$ cat config.mk
export PLATFORM = sky130hd
export DESIGN_NAME = usbh_frame_regs
export DESIGN_NICKNAME = d
export VERILOG_FILES = /design/src/rtl/usbh_frm_pkg.sv /design/src/rtl/usbh_frm_ctrl.sv /design/src/rtl/usbh_frm_counter.sv /design/src/rtl/usbh_frm_irq.sv /design/src/rtl/usbh_frame_regs.sv
export SDC_FILE = /design/constraint.sdc
export NUM_CORES = 1
export LEC_CHECK = 0
export ABC_AREA = 1
export BUFFER_PORTS_ARGS = -buffer_cell sky130_fd_sc_hd__buf_2
export CAP_MARGIN = 5
export CORE_MARGIN = 4
export CORE_UTILIZATION = 43
export CTS_CLUSTER_DIAMETER = 60
export DETAILED_ROUTE_END_ITERATION = 6
export PLACE_DENSITY = 0.7
export SETUP_SLACK_MARGIN = 0.1
export SLEW_MARGIN = 20
export SYNTH_ARGS = -nofsm -noshare
export SYNTH_HDL_FRONTEND = slang
export SYNTH_HIERARCHICAL = 1
export SYNTH_SLANG_ARGS = --single-unit
$ cat constraint.sdc
create_clock -name clk -period 2.8 [get_ports clk]
set_input_delay 0.7 -clock clk [delete_from_list [all_inputs] [get_ports clk]]
set_output_delay 0.7 -clock clk [all_outputs]
set_load 0.005 [all_outputs]
$ cat src/rtl/usbh_frm_pkg.sv
package usbh_frm_pkg;

   typedef enum logic [2:0] {
      RA_CMD  = 3'd0,
      RA_STS  = 3'd1,
      RA_IEN  = 3'd2,
      RA_FNUM = 3'd3,
      RA_BASE = 3'd4
   } reg_idx_e;

   // command bits
   localparam int CB_RUN   = 0;
   localparam int CB_HCRST = 1;
   localparam int CB_GRST  = 2;
   localparam int CB_SUSP  = 3;
   localparam int CB_FRES  = 4;

   // status bits (bit 5 is the halted flag, held outside the sticky vector)
   localparam int SB_INT  = 0;
   localparam int SB_ERR  = 1;
   localparam int SB_RES  = 2;
   localparam int SB_HSE  = 3;
   localparam int SB_PERR = 4;

   // interrupt enable bits
   localparam int EB_ERR = 0;
   localparam int EB_RES = 1;
   localparam int EB_IOC = 2;
   localparam int EB_SPD = 3;

   localparam int CMD_W = 5;
   localparam int STS_W = 5;
   localparam int IEN_W = 4;
   localparam int HID_W = 2;

endpackage

$ cat src/rtl/usbh_frm_ctrl.sv
module usbh_frm_ctrl
   import usbh_frm_pkg::*;
(
   input  logic             clk,
   input  logic             rst_n,
   input  logic             wr_cmd,
   input  logic             wr_sts,
   input  logic             wr_ien,
   input  logic [CMD_W-1:0] wdata,
   input  logic             frame_tick,
   input  logic             resume_req,
   input  logic             ev_ioc,
   input  logic             ev_spd,
   input  logic             ev_usberr,
   input  logic             ev_hse,
   input  logic             ev_perr,
   output logic [CMD_W-1:0] cmd_q,
   output logic [STS_W-1:0] sts_q,
   output logic [IEN_W-1:0] ien_q,
   output logic [HID_W-1:0] hid_q,
   output logic             halted_q,
   output logic             step,
   output logic             hc_clear
);

   localparam logic [CMD_W-1:0] CMD_KEEP = ~(CMD_W'(1) << CB_HCRST);

   logic             start_q;
   logic [HID_W-1:0] pend_q;

   logic [CMD_W-1:0] cmd_n;
   logic [STS_W-1:0] sts_n;
   logic [IEN_W-1:0] ien_n;
   logic [HID_W-1:0] hid_n;
   logic [HID_W-1:0] pend_n;
   logic             halt_n;
   logic             start_n;

   assign hc_clear = wr_cmd & wdata[CB_HCRST];
   assign step     = start_q | (frame_tick & cmd_q[CB_RUN]);

   always_comb begin
      cmd_n   = cmd_q;
      sts_n   = sts_q;
      ien_n   = ien_q;
      hid_n   = hid_q;
      pend_n  = pend_q;
      halt_n  = halted_q;
      start_n = 1'b0;

      if (frame_tick && !cmd_q[CB_RUN])
         halt_n = 1'b1;

      if (wr_cmd) begin
         cmd_n = wdata & CMD_KEEP;
         if (wdata[CB_RUN] && !cmd_q[CB_RUN]) begin
            halt_n  = 1'b0;
            start_n = 1'b1;
         end else if (!wdata[CB_RUN]) begin
            halt_n = 1'b1;
         end
      end

      if (wr_sts) begin
         sts_n = sts_q & ~wdata[STS_W-1:0];
         if (wdata[SB_INT])
            hid_n = '0;
      end

      if (wr_ien)
         ien_n = wdata[IEN_W-1:0];

      if (step) begin
         pend_n = '0;
         if (|pend_q) begin
            hid_n         = hid_n | pend_q;
            sts_n[SB_INT] = 1'b1;
         end
      end

      pend_n         = pend_n | {ev_spd, ev_ioc};
      sts_n[SB_ERR]  = sts_n[SB_ERR]  | ev_usberr;
      sts_n[SB_HSE]  = sts_n[SB_HSE]  | ev_hse;
      sts_n[SB_PERR] = sts_n[SB_PERR] | ev_perr;

      if (resume_req && cmd_q[CB_SUSP]) begin
         cmd_n[CB_FRES] = 1'b1;
         sts_n[SB_RES]  = 1'b1;
      end
   end

   always_ff @(posedge clk or negedge rst_n) begin
      if (!rst_n) begin
         cmd_q    <= '0;
         sts_q    <= '0;
         ien_q    <= '0;
         hid_q    <= '0;
         pend_q   <= '0;
         halted_q <= 1'b1;
         start_q  <= 1'b0;
      end else if (hc_clear) begin
         cmd_q    <= '0;
         sts_q    <= '0;
         ien_q    <= '0;
         hid_q    <= '0;
         pend_q   <= '0;
         halted_q <= 1'b1;
         start_q  <= 1'b0;
      end else begin
         cmd_q    <= cmd_n;
         sts_q    <= sts_n;
         ien_q    <= ien_n;
         hid_q    <= hid_n;
         pend_q   <= pend_n;
         halted_q <= halt_n;
         start_q  <= start_n;
      end
   end

   // controller reset brings every field back to default
   p_hcreset_defaults_r12: assert property (@(posedge clk) disable iff (!rst_n)
      hc_clear |=> (halted_q && cmd_q == '0 && sts_q == '0 && ien_q == '0 && hid_q == '0));

   // a rising run write leaves the controller running
   p_run_clears_halt_r2: assert property (@(posedge clk) disable iff (!rst_n)
      (wr_cmd && wdata[CB_RUN] && !wdata[CB_HCRST] && !cmd_q[CB_RUN]) |=> !halted_q);

   // host system error is sticky once seen
   p_hse_sets_status_r10: assert property (@(posedge clk) disable iff (!rst_n)
      (ev_hse && !hc_clear) |=> sts_q[SB_HSE]);

   // pending events never reach the latch without a boundary
   p_no_post_without_step_r7: assert property (@(posedge clk) disable iff (!rst_n)
      (!step && !wr_sts && !ev_usberr && !ev_hse && !ev_perr && !resume_req && !hc_clear)
         |=> $stable(sts_q));

endmodule

$ cat src/rtl/usbh_frm_counter.sv
module usbh_frm_counter #(
   parameter int DATA_W  = 32,
   parameter int FRNUM_W = 11,
   parameter int IDX_W   = 10,
   parameter int ALIGN_W = 12
) (
   input  logic                      clk,
   input  logic                      rst_n,
   input  logic                      clear,
   input  logic                      step,
   input  logic                      halted,
   input  logic                      fn_wr,
   input  logic [FRNUM_W-1:0]        fn_wdata,
   input  logic                      base_wr,
   input  logic [DATA_W-ALIGN_W-1:0] base_wdata,
   output logic [FRNUM_W-1:0]        frnum_q,
   output logic [DATA_W-1:0]         base_out,
   output logic [DATA_W-1:0]         entry_addr
);

   localparam int PAD_W = ALIGN_W - IDX_W - 2;

   logic [DATA_W-ALIGN_W-1:0] base_hi_q;

   always_ff @(posedge clk or negedge rst_n) begin
      if (!rst_n) begin
         frnum_q   <= '0;
         base_hi_q <= '0;
      end else if (clear) begin
         frnum_q   <= '0;
         base_hi_q <= '0;
      end else begin
         if (step)
            frnum_q <= frnum_q + 1'b1;
         else if (fn_wr && halted)
            frnum_q <= fn_wdata;
         if (base_wr)
            base_hi_q <= base_wdata;
      end
   end

   assign base_out = {base_hi_q, {ALIGN_W{1'b0}}};

   generate
      if (PAD_W == 0) begin : g_tight
         assign entry_addr = {base_hi_q, frnum_q[IDX_W-1:0], 2'b00};
      end else begin : g_padded
         assign entry_addr = {base_hi_q, {PAD_W{1'b0}}, frnum_q[IDX_W-1:0], 2'b00};
      end
   endgenerate

   // every boundary adds exactly one, wrapping at the counter width
   p_step_advances_r3: assert property (@(posedge clk) disable iff (!rst_n)
      (step && !clear) |=> frnum_q == FRNUM_W'($past(frnum_q) + 1'b1));

   // frame-number writes while running leave the counter untouched
   p_fnum_locked_r5: assert property (@(posedge clk) disable iff (!rst_n)
      (fn_wr && !halted && !step && !clear) |=> $stable(frnum_q));

endmodule

$ cat src/rtl/usbh_frm_irq.sv
module usbh_frm_irq
   import usbh_frm_pkg::*;
#(
   parameter bit REG_OUT = 1'b0
) (
   input  logic             clk,
   input  logic             rst_n,
   input  logic [STS_W-1:0] sts,
   input  logic [HID_W-1:0] hid,
   input  logic [IEN_W-1:0] ien,
   output logic             irq
);

   logic level;

   assign level = (hid[0] & ien[EB_IOC]) |
                  (hid[1] & ien[EB_SPD]) |
                  (sts[SB_ERR] & ien[EB_ERR]) |
                  (sts[SB_RES] & ien[EB_RES]) |
                  sts[SB_HSE] | sts[SB_PERR];

   generate
      if (REG_OUT) begin : g_flop
         logic irq_q;
         always_ff @(posedge clk or negedge rst_n) begin
            if (!rst_n) irq_q <= 1'b0;
            else        irq_q <= level;
         end
         assign irq = irq_q;
      end else begin : g_comb
         logic unused_clkrst;
         assign unused_clkrst = clk ^ rst_n;
         assign irq = level;
      end
   endgenerate

   // system-level errors always raise the line
   p_fatal_raises_irq_r8: assert property (@(posedge clk) disable iff (!rst_n)
      (sts[SB_HSE] || sts[SB_PERR]) |-> (REG_OUT ? 1'b1 : irq));

endmodule

$ cat src/rtl/usbh_frame_regs.sv
module usbh_frame_regs
   import usbh_frm_pkg::*;
#(
   parameter int AW         = 3,
   parameter int DATA_W     = 32,
   parameter int FRNUM_W    = 11,
   parameter int IDX_W      = 10,
   parameter int ALIGN_W    = 12,
   parameter bit IRQ_REG    = 1'b0
) (
   input  logic              clk,
   input  logic              rst_n,
   input  logic              reg_wr,
   input  logic [AW-1:0]     reg_addr,
   input  logic [DATA_W-1:0] reg_wdata,
   output logic [DATA_W-1:0] reg_rdata,
   input  logic              frame_tick,
   input  logic              resume_req,
   input  logic              td_ioc,
   input  logic              td_spd,
   input  logic              td_err,
   input  logic              sys_err,
   input  logic              proc_err,
   output logic              halted,
   output logic [DATA_W-1:0] list_entry_addr,
   output logic              irq
);

   generate
      if (AW < 3)                 begin : g_chk_aw   $error("AW must reach five registers"); end
      if (IDX_W >= FRNUM_W)       begin : g_chk_idx  $error("index must be narrower than frame number"); end
      if (ALIGN_W < IDX_W + 2)    begin : g_chk_aln  $error("base alignment must cover the entry offset"); end
      if (DATA_W <= ALIGN_W)      begin : g_chk_dw   $error("data width must exceed base alignment"); end
      if (FRNUM_W > ALIGN_W)      begin : g_chk_fn   $error("frame number must fit below base field"); end
   endgenerate

   logic [CMD_W-1:0]   cmd_q;
   logic [STS_W-1:0]   sts_q;
   logic [IEN_W-1:0]   ien_q;
   logic [HID_W-1:0]   hid_q;
   logic               halted_q;
   logic               step;
   logic               hc_clear;
   logic [FRNUM_W-1:0] frnum_q;
   logic [DATA_W-1:0]  base_q;

   logic wr_cmd, wr_sts, wr_ien, wr_fnum, wr_base;
   logic unused_wdata;

   assign wr_cmd  = reg_wr && (reg_addr == AW'(RA_CMD));
   assign wr_sts  = reg_wr && (reg_addr == AW'(RA_STS));
   assign wr_ien  = reg_wr && (reg_addr == AW'(RA_IEN));
   assign wr_fnum = reg_wr && (reg_addr == AW'(RA_FNUM));
   assign wr_base = reg_wr && (reg_addr == AW'(RA_BASE));
   assign unused_wdata = ^reg_wdata;

   usbh_frm_ctrl u_ctrl (
      .clk        (clk),
      .rst_n      (rst_n),
      .wr_cmd     (wr_cmd),
      .wr_sts     (wr_sts),
      .wr_ien     (wr_ien),
      .wdata      (reg_wdata[CMD_W-1:0]),
      .frame_tick (frame_tick),
      .resume_req (resume_req),
      .ev_ioc     (td_ioc),
      .ev_spd     (td_spd),
      .ev_usberr  (td_err),
      .ev_hse     (sys_err),
      .ev_perr    (proc_err),
      .cmd_q      (cmd_q),
      .sts_q      (sts_q),
      .ien_q      (ien_q),
      .hid_q      (hid_q),
      .halted_q   (halted_q),
      .step       (step),
      .hc_clear   (hc_clear)
   );

   usbh_frm_counter #(
      .DATA_W  (DATA_W),
      .FRNUM_W (FRNUM_W),
      .IDX_W   (IDX_W),
      .ALIGN_W (ALIGN_W)
   ) u_counter (
      .clk        (clk),
      .rst_n      (rst_n),
      .clear      (hc_clear),
      .step       (step),
      .halted     (halted_q),
      .fn_wr      (wr_fnum),
      .fn_wdata   (reg_wdata[FRNUM_W-1:0]),
      .base_wr    (wr_base),
      .base_wdata (reg_wdata[DATA_W-1:ALIGN_W]),
      .frnum_q    (frnum_q),
      .base_out   (base_q),
      .entry_addr (list_entry_addr)
   );

   usbh_frm_irq #(
      .REG_OUT (IRQ_REG)
   ) u_irq (
      .clk   (clk),
      .rst_n (rst_n),
      .sts   (sts_q),
      .hid   (hid_q),
      .ien   (ien_q),
      .irq   (irq)
   );

   assign halted = halted_q;

   always_comb begin
      reg_rdata = '0;
      if (reg_addr == AW'(RA_CMD))       reg_rdata = DATA_W'(cmd_q);
      else if (reg_addr == AW'(RA_STS))  reg_rdata = DATA_W'({halted_q, sts_q});
      else if (reg_addr == AW'(RA_IEN))  reg_rdata = DATA_W'(ien_q);
      else if (reg_addr == AW'(RA_FNUM)) reg_rdata = DATA_W'(frnum_q);
      else if (reg_addr == AW'(RA_BASE)) reg_rdata = base_q;
   end

   // the list entry always sits on a word boundary inside the base page
   p_entry_in_page_r6: assert property (@(posedge clk) disable iff (!rst_n)
      (list_entry_addr[1:0] == 2'b00) && (list_entry_addr[DATA_W-1:ALIGN_W] == base_q[DATA_W-1:ALIGN_W]));

   // halted and running never coexist with an unchanged command
   p_halt_tracks_run_r1: assert property (@(posedge clk) disable iff (!rst_n)
      halted_q == !cmd_q[CB_RUN]);

endmodule

* Word level (Yosys, flattened, before mapping)
Index checks and enable logic that the tools add are counted.
** Storage, ports and cells
- Bits of input ports :: 45
- Output and inout bits :: 66
- Bits in registers :: 51
- Word-level logic and storage cells :: 88
** Cells by class
- Add/subtract/negate cells :: 1
- Reductions and logical operators :: 18
- Equality and inequality tests :: 4
- Muxes and demuxes :: 35
- Bitwise logic cells :: 19
** Operators by type and width (count)
- $mux W32 :: 5
- $mux W20 :: 2
- $mux W11 :: 3
- $mux W5 :: 4
- $mux W2 :: 7
- $mux W1 :: 12
- $add A11 B1 Y11 const B :: 1
- $logic_and A1 B1 Y1 :: 9
- $or A1 B1 Y1 :: 9
- $reduce_bool A3 Y1 :: 3
- $mux W4 :: 2
- $and A1 B1 Y1 :: 6
- $eq A3 B2 Y1 const B :: 2
- $reduce_bool A2 Y1 :: 3
- $and A5 B5 Y5 :: 1
- $not A5 Y5 :: 1
- $or A2 B2 Y2 :: 2
- $eq A3 B1 Y1 const B :: 1
- $eq A3 B3 Y1 const B :: 1
- $logic_not A3 Y1 :: 1
- $reduce_or A2 Y1 :: 1
- $logic_not A1 Y1 :: 1

* Depth between registers and ports, before layout
- Depth in word-level cells :: 7
- Gate-level depth with buffers :: 12
- Depth with buffers taken out :: 10

* Hierarchy
Netlist, hierarchy kept.
** Modules (own cells, without submodules)
- usbh_frm_counter :: times used 1, sequential area each 775.7 sq um, area an instance 1915.6 sq um, cells an instance 249
- usbh_frm_ctrl :: times used 1, sequential area each 476.7 sq um, area an instance 819.5 sq um, cells an instance 98
- usbh_frame_regs :: times used 1, sequential area each 0.0 sq um, area an instance 543.0 sq um, cells an instance 123
- usbh_frm_irq :: times used 1, sequential area each 0.0 sq um, area an instance 41.3 sq um, cells an instance 11

* Least setup slack after synthesis
No wires, ideal clock.
- Path type :: input-to-reg
- Start point :: input port reg_addr[2]
- End point :: register u_counter.base_hi_q[18]
- Arrival time :: 2.369 ns
- Stages on the path :: 10
- Setup time :: 0.133 ns
- Required time :: 2.667 ns
- Slack :: 0.299 ns
- Buffers on the path :: 3
- Path through :: buf_4 > inv_2 > nand2_1 > nor3_1 > nand2_4 > inv_2 > buf_6 > or2_1 > clkbuf_1 > o21ai_0
** On the way
- Longest elaborated chain between the ends :: 4
- Elaborated cells on any way between the ends :: 7
- Those cells by class :: eq/ne (1); mux (1); bitwise (1); reduce/logical (4)
** Ends and longest elaborated chain
- start: declaration :: line usbh_frame_regs.sv:14 : input logic [AW-1:0] reg_addr,
- $logic_not A3 Y1 * :: line usbh_frame_regs.sv:50 : assign wr_cmd = reg_wr && (reg_addr == AW'(RA_CMD));
- $logic_and A1 B1 Y1 * :: line usbh_frame_regs.sv:50
- net wr_cmd :: line usbh_frame_regs.sv:47 : logic wr_cmd, wr_sts, wr_ien, wr_fnum, wr_base;
- $and A1 B1 Y1 * :: line usbh_frm_ctrl.sv:39 : assign hc_clear = wr_cmd & wdata[CB_HCRST];
- net hc_clear :: line usbh_frame_regs.sv:43 : logic hc_clear;
- $mux W20 / $reduce_bool A2 Y1 (equally long branches)
- end signal: assignment :: line usbh_frm_counter.sv:38 : base_hi_q <= base_wdata;
- end: declaration :: line usbh_frm_counter.sv:23 : logic [DATA_W-ALIGN_W-1:0] base_hi_q;
The timed path passes the listed nets; every way through them passes the cells marked *.
A chain may end at the register's enable or synchronous reset.

* Worst setup path in the final report
- Start point :: input port reg_addr[1]
- End point :: output port reg_rdata[25]
** On the way
- Longest elaborated chain between the ends :: 6
- Elaborated cells on any way between the ends :: 10
- Those cells by class :: eq/ne (4); mux (5); reduce/logical (1)
** Ends and longest elaborated chain
- $eq A3 B3 Y1 :: line usbh_frame_regs.sv:119 : else if (reg_addr == AW'(RA_BASE)) reg_rdata = base_q;
- $mux W32 :: line usbh_frame_regs.sv:119
- $mux W32 :: line usbh_frame_regs.sv:118 : else if (reg_addr == AW'(RA_FNUM)) reg_rdata = DATA_W'(frnum_q);
- $mux W32 :: line usbh_frame_regs.sv:117 : else if (reg_addr == AW'(RA_IEN)) reg_rdata = DATA_W'(ien_q);
- $mux W32 :: line usbh_frame_regs.sv:116 : else if (reg_addr == AW'(RA_STS)) reg_rdata = DATA_W'({halted_q, sts_q});
- $mux W32 * :: line usbh_frame_regs.sv:115 : if (reg_addr == AW'(RA_CMD)) reg_rdata = DATA_W'(cmd_q);
- end: declaration :: line usbh_frame_regs.sv:16 : output logic [DATA_W-1:0] reg_rdata,
Every way passes the cells marked *; elsewhere a longest branch is shown, timed or not.

==> summary.md <==
| Metric | Value |
|---|---|
| RD Place Congestion | `between 0.8 and 0.9` |
| Grt total ovfl | `0` |
| Die X | `roughly 96 um` |
| Total wire length | `about 8100 um` |
| Hold Slack | `473 ps` |
| Num ports | `111` |
| Share of layout cells above drive strength 1 | `around 25%` |
| Vias in the first global route | `roughly 2900` |
| Post-CTS Resized | `0` |
| Most used flip-flop cell after synthesis | `dfrtp_1` |
| Post-Layout Cell Count | `between 600 and 700` |
| R2R depth | `8` |
| Arrival time worst endpoint | `~1700 ps` |
| Met2 usage | `a little over 30%` |
| Final ANT Viol Nets | `0` |
| Busiest grt layer | `met2` |
| Inst Count DP | `roughly 650` |
| Top post-synthesis cells by count | `121 x nand2_1, 68 x inv_1, 60 x nor2_1, 49 x dfrtp_1, 49 x nand3_1` |
| Synth unique cells | `31` |
| Die H | `~96 um` |
| Total power draw | `0.00219 W` |
| Die ar. | `9190 um^2` |
| Worst-skew pair later-pin latency | `around 320 ps` |
| M3 GR Usage | `under 10%` |
| Worst setup path category | `input pin to output pin` |
| TritonRoute pass-1 iters | `4` |
| Initial Utilization | `45.0%` |
| Final HPWL DP | `6160 um` |
| Share of the synthesized area in the top cell type | `between 30% and 40%` |
| Setup slack, reg-to-reg | `roughly 1300 ps` |
| EDFF count, synth | `0` |
| Setup TNS | `0 ps` |
| Yosys top cell by area | `dfrtp_1` |
| Worst setup SP type | `input pin` |
| CTS buffer count | `5` |
| First-pass GRT wire length | `between 10000 and 15000 um` |
| Slew HR | `56.8%` |
| Final std cell area, no fill | `3760 um^2` |
| Unrepaired setup endpoints after global routing | `no` |
| Final Max Slew Viols | `0` |
| Area contributors post-synth | `dfrtp_1 37%, nand2_1 14%, buf_4 10%, inv_1 7.7%, nand3_1 7.4%` |
| #FFs+latches synth | `50` |
| Initial antenna violation count | `0` |
| Async set or reset register ratio after synthesis | `between 90% and 100%` |
| Max VDD drop | `about 290 uV` |
| Post-CTS setup buffer count | `0` |
| Hold Vio Cnt, Final | `0` |
| Critical Path Sink Type | `output pin` |
| Number of hold buffers added after CTS | `0` |
| Post-synthesis cell count | `approximately 480` |
| Maxcap violations | `0` |
| CTS H-tree depth | `2` |
| Outcome | `completed` |
| Vias | `between 3000 and 4000` |
| CP required | `between 2000 and 2500 ps` |
| Routed wire per std cell | `12.4 um` |
| Post-synthesis sequential area ratio | `between 30% and 40%` |
| LEAKAGE | `approximately 2.1 nW` |
| Cell row count | `31` |
| Post-synth design cell area | `between 3000 and 4000 um^2` |
| Initial drt markers | `151` |
| Clk pin slew, worst setup/hold paths | `110 ps` |
| Setup-failing EPs final | `0` |
| Final Skew | `~13 ps` |
| Largest net degree at the start of global routing | `51` |
| CTS tree | `built` |
| Worst min path class | `input pin to async pin` |
| Max clock buf depth | `2` |
| Worst r2r src | `u_ctrl/cmd_q[0]` |
| Final period util | `a little under nine tenths` |
| Top-count cell post-synth | `nand2_1` |
| DRC violations left | `0` |
| Worst Tran Pin Value | `about 650 ps` |
| Core area | `7370 um^2` |
| Via/cell ratio | `approximately 4.6` |
| Max Clock Freq | `~420 MHz` |
| Grt met1 use | `23.0%` |
| Post-Place Cell Area | `between 3000 and 4000 um^2` |
| Avg Inst Size Synth | `around 7 um^2` |
| R2R Path End | `u_counter/frnum_q[6]` |
| PwrDens | `about 600 nW/um^2` |
| Yosys warnings | `6` |
| Clk sinks | `50` |
| GRT Util Overall | `between 15 and 20%` |
| Synth-to-layout area growth | `13.2%` |
| Port bufs | `about 110` |
| Nets@finish | `approximately 600` |
| Antenna Cells | `0` |
| CTS root buffer | `clkbuf_8` |
| Final worst path period need | `2390 ps` |
| Worst-path fanout max | `23` |
==> flip-flops by register name, indices dropped and copies added, names as in the netlist <==
name / cells
u_ctrl/sts_q: 5
u_ctrl/pend_q: 2
u_ctrl/ien_q: 4
u_ctrl/hid_q: 2
u_ctrl/cmd_q: 4
u_counter/frnum_q: 11
u_ctrl/start_q: 1
u_counter/base_hi_q: 20
u_ctrl/halted_q: 1
==> cells in the final DEF, fill, tap and decap left out, types with 2 or more instances in the layout <==
master    Yosys  routed
nand2_1     121     121
buf_2         2     106
inv_1        68      68
nor2_1       60      60
nand3_1      49      49
dfrtp_1      49      49
o21ai_0      25      25
conb_1        2      15
a21oi_1      10      10
buf_4        46       6
o21ai_1       6       6
inv_2         5       5
nand4_1       5       5
clkbuf_8      1       5
nor2_4        4       4
nand2_2       3       3
nand3_2       3       3
nor3_1        2       2
xnor2_1       2       2
==> critical path, cell delays in order <==
cell     delay, ps
buf_2          190
nor2_4         180
nand2_2        280
nor2_1         200
buf_2          140
==> cells by family after synthesis <==
kind of cell	Yosys count	synth area share [%]
flops	50	37.7
simple gates	252	33.3
other cells	2	0.226
xor+xnor	3	0.792
mux	1	0.302
compound gates	41	6.18
buf+inv	131	21.1
fa+ha+maj	1	0.377
==> report_power, final <==
part           switching, W  leakage (nW)  internal, W  total [W]
registers          0.000179         0.607     0.000881    0.00106
clock network      0.000255        0.0587     0.000271   0.000526
logic              0.000337          1.44     0.000268   0.000605
total              0.000771          2.11      0.00142    0.00219
==> metal layers <==
metal | routed length, um | share of wire, %
met3 | 630 | 7.8
met1 | 3630 | 45
met4 | 112 | 1.4
met5 | 0 | 0
met2 | 3720 | 46
==> per-stage QoR <==
step | setup WS (ps) | util (%)
after global routing | 262 | 51.0
after global placement | 165 | 49.4
after floorplan | 299 | -
after CTS | 398 | 51.0
after detailed placement | 84.0 | 49.4
final | 407 | 51.0
==> worst max path at each step <==
stage | from | end | slack, ps | depth (start not counted)
floorplan | reg_addr[2] | u_counter/base_hi_q[18] | 300 | 10
CTS | reg_addr[1] | reg_rdata[25] | 400 | 5
global route | reg_addr[2] | u_counter/base_hi_q[18] | 260 | 8
detailed placement | reg_addr[2] | u_counter/base_hi_q[4] | 80 | 8
global placement | reg_addr[2] | u_counter/base_hi_q[12] | 170 | 8
finish | reg_addr[1] | reg_rdata[25] | 410 | 5
==> final cells by class <==
cell class / instances / area, um^2
clock buffers: 5 / 68.8
clock inverters: 3 / 47.5
fillers: 766 / 3610
inverters: 73 / 274
multi-input cells: 313 / 1420
flip-flops and latches: 50 / 1250
well taps: 99 / 124
repair buffers: 112 / 576
(Power assumes the default switching activity.)
